==> src/rtl/pack_pkg.sv <==
package pack_pkg;
  localparam int COEF_W = 12;
  localparam int BYTE_W = 8;

  // Step within one coefficient pair; fixed 4-cycle schedule
  typedef enum logic [1:0] {
    PH_C0   = 2'd0,  // fetch even coefficient
    PH_B0C1 = 2'd1,  // write byte 0, fetch odd coefficient
    PH_B1   = 2'd2,  // write byte 1
    PH_B2   = 2'd3   // write byte 2
  } pack_ph_e;

  typedef enum logic [1:0] {
    ST_IDLE = 2'd0,
    ST_RUN  = 2'd1,
    ST_FIN  = 2'd2
  } pack_st_e;
endpackage

==> src/rtl/pack_seq.sv <==
module pack_seq
  import pack_pkg::*;
#(
  parameter int N_COEF   = 256,
  parameter int MIN_POLY = 2,
  parameter int MAX_POLY = 4,
  parameter int NPOLY_W  = 3,
  parameter int CADDR_W  = 10,
  parameter int BADDR_W  = 11
) (
  input  logic               clk,
  input  logic               rst,
  input  logic               start_i,
  input  logic [NPOLY_W-1:0] npoly_i,
  input  logic [CADDR_W-1:0] coef_base_i,
  input  logic [BADDR_W-1:0] byte_base_i,
  output logic               run_o,
  output pack_ph_e           ph_o,
  output logic [CADDR_W-1:0] coef_addr_o,
  output logic [BADDR_W-1:0] byte_addr_o,
  output logic               done_o
);
  localparam int PAIRS   = N_COEF / 2;
  localparam int TOT_MAX = MAX_POLY * PAIRS;
  localparam int PC_W    = $clog2(TOT_MAX + 1);

  pack_st_e           st;
  pack_ph_e           ph;
  logic [PC_W-1:0]    pair_cnt;
  logic [PC_W-1:0]    pair_last;
  logic [PC_W-1:0]    eff_n;
  logic [CADDR_W-1:0] cptr;
  logic [BADDR_W-1:0] bptr;

  // Clamp the requested count into the supported range
  always_comb begin
    if (npoly_i < NPOLY_W'(MIN_POLY))      eff_n = PC_W'(MIN_POLY);
    else if (npoly_i > NPOLY_W'(MAX_POLY)) eff_n = PC_W'(MAX_POLY);
    else                                   eff_n = PC_W'(npoly_i);
  end

  always_ff @(posedge clk) begin
    if (rst) begin
      st        <= ST_IDLE;
      ph        <= PH_C0;
      pair_cnt  <= '0;
      pair_last <= '0;
      cptr      <= '0;
      bptr      <= '0;
    end else begin
      unique case (st)
        ST_IDLE: begin
          if (start_i) begin
            st        <= ST_RUN;
            ph        <= PH_C0;
            pair_cnt  <= '0;
            pair_last <= eff_n * PC_W'(PAIRS) - PC_W'(1);
            cptr      <= coef_base_i;
            bptr      <= byte_base_i;
          end
        end
        ST_RUN: begin
          ph <= pack_ph_e'(ph + 2'd1);
          if (ph == PH_C0 || ph == PH_B0C1) cptr <= cptr + CADDR_W'(1);
          if (ph != PH_C0)                  bptr <= bptr + BADDR_W'(1);
          if (ph == PH_B2) begin
            pair_cnt <= pair_cnt + PC_W'(1);
            if (pair_cnt == pair_last) st <= ST_FIN;
          end
        end
        ST_FIN:  st <= ST_IDLE;
        default: st <= ST_IDLE;
      endcase
    end
  end

  assign run_o       = (st == ST_RUN);
  assign ph_o        = ph;
  assign coef_addr_o = cptr;
  assign byte_addr_o = bptr;
  assign done_o      = (st == ST_FIN);
endmodule

==> src/rtl/pack_fmt.sv <==
module pack_fmt
  import pack_pkg::*;
(
  input  logic              clk,
  input  logic              rst,
  input  logic              run_i,
  input  pack_ph_e          ph_i,
  input  logic [COEF_W-1:0] rdata_i,
  output logic [BYTE_W-1:0] byte_o
);
  // c0 high nibble outlives the read register, which c1 overwrites
  logic [3:0] c0_hi_r;
  // c1 upper byte is kept so the last write needs no further read
  logic [7:0] c1_hi_r;

  always_ff @(posedge clk) begin
    if (rst) begin
      c0_hi_r <= '0;
      c1_hi_r <= '0;
    end else if (run_i) begin
      if (ph_i == PH_B0C1) c0_hi_r <= rdata_i[11:8];
      if (ph_i == PH_B1)   c1_hi_r <= rdata_i[11:4];
    end
  end

  always_comb begin
    unique case (ph_i)
      PH_B0C1: byte_o = rdata_i[7:0];
      PH_B1:   byte_o = {rdata_i[3:0], c0_hi_r};
      PH_B2:   byte_o = c1_hi_r;
      default: byte_o = '0;
    endcase
  end
endmodule

==> src/rtl/coef_byte_packer.sv <==
module coef_byte_packer
  import pack_pkg::*;
#(
  parameter int N_COEF   = 256,
  parameter int MIN_POLY = 2,
  parameter int MAX_POLY = 4,
  parameter int NPOLY_W  = 3,
  parameter int CADDR_W  = 10,
  parameter int BADDR_W  = 11
) (
  input  logic               clk,
  input  logic               rst,
  input  logic               start_i,
  input  logic [NPOLY_W-1:0] npoly_i,
  input  logic [CADDR_W-1:0] coef_base_i,
  input  logic [BADDR_W-1:0] byte_base_i,
  output logic               coef_re_o,
  output logic [CADDR_W-1:0] coef_addr_o,
  input  logic [11:0]        coef_rdata_i,
  output logic               byte_we_o,
  output logic [BADDR_W-1:0] byte_addr_o,
  output logic [7:0]         byte_data_o,
  output logic               done_o
);
  logic     run;
  pack_ph_e ph;

  pack_seq #(
    .N_COEF(N_COEF), .MIN_POLY(MIN_POLY), .MAX_POLY(MAX_POLY),
    .NPOLY_W(NPOLY_W), .CADDR_W(CADDR_W), .BADDR_W(BADDR_W)
  ) u_seq (
    .clk(clk), .rst(rst), .start_i(start_i), .npoly_i(npoly_i),
    .coef_base_i(coef_base_i), .byte_base_i(byte_base_i),
    .run_o(run), .ph_o(ph), .coef_addr_o(coef_addr_o),
    .byte_addr_o(byte_addr_o), .done_o(done_o)
  );

  pack_fmt u_fmt (
    .clk(clk), .rst(rst), .run_i(run), .ph_i(ph),
    .rdata_i(coef_rdata_i), .byte_o(byte_data_o)
  );

  assign coef_re_o = run && (ph == PH_C0 || ph == PH_B0C1);
  assign byte_we_o = run && (ph != PH_C0);
endmodule

==> config.mk <==
export PLATFORM = sky130hd
export DESIGN_NAME = coef_byte_packer
export DESIGN_NICKNAME = d
export VERILOG_FILES = /design/src/rtl/pack_pkg.sv /design/src/rtl/pack_seq.sv /design/src/rtl/pack_fmt.sv /design/src/rtl/coef_byte_packer.sv
export SDC_FILE = /design/constraint.sdc
export NUM_CORES = 1
export LEC_CHECK = 0
export BUFFER_PORTS_ARGS = -buffer_cell sky130_fd_sc_hd__buf_2
export CORE_MARGIN = 8
export CORE_UTILIZATION = 31
export DETAILED_ROUTE_END_ITERATION = 12
export SYNTH_ARGS = -nofsm -noshare
export SYNTH_HDL_FRONTEND = slang
export SYNTH_SLANG_ARGS = --single-unit
==> constraint.sdc <==
create_clock -name clk -period 2.8 [get_ports clk]
set_input_delay 0.14 -clock clk [delete_from_list [all_inputs] [get_ports clk]]
set_output_delay 0.14 -clock clk [all_outputs]
set_load 0.01 [all_outputs]
==> metrics.md <==
| Metric | Value |
|---|---|
| Hold WC Path Type | `in2reg` |
| Hold Vio Cnt, Final | `0` |
| DIE AREA | `12500 µm²` |
| Delay-heaviest family, CP | `compound AO/OA/AOI/OAI gates` |
| Pleak | `0.00127 µW` |
| Flops & latches, synth | `51` |
| PostCTS Resize Cnt | `0` |
| Hold Buf Count CTS | `0` |
| Setup violations, final | `0` |
| Global Route Usage Sum | `12.6%` |
| Initial antenna violation count | `0` |
| Clk_lat worst skew | `0.30 ns` |
| Initial core utilization | `31.5%` |
| Core ar. | `9060 µm²` |
| Peak supply drop | `0.286 mV` |
| Yosys top cell area share | `35.8%` |
| Diodes inserted | `0` |
| Clock buffer depth | `2` |
| Top cells by area, synth | `dfxtp_1 (36%), a21oi_1 (6.1%), nor2_1 (5.1%)` |
| Filler cells | `965` |
| Clock transition at path regs | `0.10 ns` |
| PwrDens | `485 nW/µm²` |
| Ys Warns | `0` |
| Setup crit end kind | `flop` |
| Sequential-to-total area share from yosys stat | `35.8%` |
| DRC | `0` |
| TritonCTS clock tree | `done` |
| Async set or reset register ratio after synthesis | `0%` |
| Worst EP arrival | `2.37 ns` |
| Syn_nets | `405` |
| Number of DRC markers in iteration 0 | `195` |
| Vias/cell | `5.36` |
| Mapped Avg Cell Area | `7.97 µm²` |
| Critical path's slowest cell | `a21oi_2` |
| Router iterations before antenna repair | `8` |
| Max_slew headroom | `57.2%` |
| Total power | `1630 µW` |
| Final HPWL from detailed placement | `5.77 mm` |
| Via count | `2814` |
| Root Driver | `clkbuf_8` |
| Total CTS buffers | `5` |
| Minimum clock period | `2.15 ns` |
| Maximum clock rate | `465 MHz` |
| Syn Inst Count | `358` |
| Chip Height | `112 µm` |
| Layout cells sized above 1 | `22.2%` |
| Cell area after synthesis | `2850 µm²` |
| Slowest stage delay, CP | `0.56 ns` |
| Dominant cell type by area after synthesis | `dfxtp_1` |
| Worst-margin pin slew | `0.642 ns` |
| Sequential power share | `49.6%` |
| Final ANT Viol Nets | `0` |
| H-tree Lvls | `2` |
| Routed wire length | `7.94 mm` |
| Combinational power share | `19.1%` |
| Setup crit start kind | `flop` |
| Critical-path cell list | `inv_1 -> ha_1 -> nand2b_1 -> a21oi_2 -> a21oi_1 -> a311oi_1` |
| Critical Path RT | `3.02 ns` |
| EDFF count, synth | `0` |
| Total grt overflow | `0` |
| Area Growth Syn to Fin | `17.8%` |
| Setup TNS | `0 ns` |
| Post-CTS Setup Inserts | `0` |
| First-pass GRT wire length | `13.4 mm` |
| Clock Skews | `0.0118 ns` |
| RePlAce Congestion | `0.804` |
| Core Rows | `35` |
| Port Buffer Count | `70` |
| Outcome | `complete, no violations` |
| Pint | `1160 µW` |
| Synth unique cells | `51` |
| Synth Flop Type | `dfxtp_1` |
| Boundary Pins | `71` |
| Die Width | `112 µm` |
| Number of global-route vias before repair | `2795` |
| Largest net degree at the start of global routing | `32` |
| Fin. max-slew vios | `0` |
| Period utilization | `76.7%` |
| RSZ-0062 raised after global routing | `no` |
| Clock power frac | `31.3%` |
| CTS sink count | `51` |
| Critical path peak fanout | `15` |
| Max Cap Violations | `0` |
| Switching share of power | `29.0%` |
| Worst path bufs/invs | `1` |
| Detail-routed net length per standard cell | `15.1 µm` |
| Critical path class | `reg2reg` |
| Psw | `474 µW` |
| Fin nets | `461` |
## final timing paths
check / from / endpoint / slack [ns] / depth (start not counted)
worst min-delay path: coef_rdata_i[10] / u_fmt.c0_hi_r[2] / 0.09 / 3
worst min register to register: u_fmt.c1_hi_r[5] / u_fmt.c1_hi_r[5] / 0.46 / 2
worst max register to register: u_seq.ph_o[0] / u_seq.byte_addr_o[0] / 0.65 / 6
worst max-delay path: u_seq.ph_o[0] / u_seq.byte_addr_o[0] / 0.65 / 6
## layout make-up
cell class / instances / area, µm² / share of cell area, %
Clock inverter: 1 / 30.0 / 0.894
Timing Repair Buffer: 76 / 395 / 11.8
Clock buffer: 6 / 72.6 / 2.16
Multi-Input combinational cell: 274 / 1680 / 50.0
Inverter: 6 / 22.5 / 0.670
Tap cell: 111 / 139 / 4.13
Sequential cell: 51 / 1020 / 30.4
## kinds of logic (layout without fill, tap and decap cells)
logic type	count (synthesis)	in the layout	synth area share, %
AOI/OAI and AO/OA	99	99	24.0
DFF	51	51	35.8
buffers and inverters	33	89	5.39
muxes	3	3	1.18
xor gates and xnor gates	12	12	3.68
and+or+nand+nor	152	152	26.4
adders and majority gates	8	8	3.51
## cells in the final DEF (no fill, tap or decap), types with 5 or more instances in the layout
| master | n |
|---|---|
| a211oi_1 | 7 |
| a21oi_1 | 35 |
| a222oi_1 | 8 |
| and2_1 | 6 |
| buf_2 | 70 |
| buf_4 | 6 |
| clkbuf_8 | 5 |
| dfxtp_1 | 51 |
| ha_1 | 8 |
| inv_1 | 6 |
| nand2_1 | 35 |
| nand2b_1 | 8 |
| nand3_1 | 22 |
| nor2_1 | 39 |
| nor2b_1 | 5 |
| nor3_1 | 9 |
| nor4_1 | 6 |
| o21ai_0 | 19 |
| xnor2_1 | 10 |
## routing by layer
layer  track usage [%]  share of wire [%]  vias to the layer above
met5                 0                  0                        -
met4              2.34               0.21                        0
met1              15.2                 45                     1328
li1                  -                  -                     1410
met2              21.5                 49                       74
met3              4.17                6.5                        2
## synthesized netlist by cell type, types with 4 or more instances
cell	count
nor3_1	9
inv_1	6
xnor2_1	10
a222oi_1	8
nand2_1	35
nor2_1	39
nand3_1	22
nor4_1	6
dfxtp_1	51
o31ai_1	4
clkbuf_1	15
buf_2	6
ha_1	8
nor2b_1	6
nand4_1	4
and2_1	6
a21oi_1	35
a211oi_1	7
or4_1	4
o21ai_0	19
nand2b_1	8
nand3b_1	4
## metrics by stage
stage	cell area (µm²)	hold slack [ns]	setup slack, ns	util [%]	std cells
finish	3360	0.0883	0.652	37.1	525
global route	3360	0.0722	0.438	37.1	525
CTS	3360	0.0719	0.659	37.1	525
detailed placement	3260	0.414	0.662	35.9	518
global placement	3260	0.405	0.735	35.9	518
floorplan	2850	0.287	1.17	-	358
## worst min-delay path, stage by stage
cell     delay (ns)
buf_2          0.10
nand3_1        0.06
a21oi_1        0.05
## flip-flops by register name (all words and copies together) (netlist names)
name               count
u_seq.byte_addr_o     11
u_seq.coef_addr_o     10
u_seq.pair_cnt        10
u_fmt.c1_hi_r          8
u_fmt.c0_hi_r          4
u_seq.pair_last        4
u_seq.ph_o             2
u_seq.st               2
## power by group through the flow
stage	Combinational (µW)	Sequential, µW	Clock, µW
4_1_cts	315	809	536
3_3_place_gp	310	824	0
2_1_floorplan	199	828	0
6_report	312	809	510
3_5_place_dp	314	826	0
5_1_grt	349	816	565
Power figures use the tool's default switching activity.
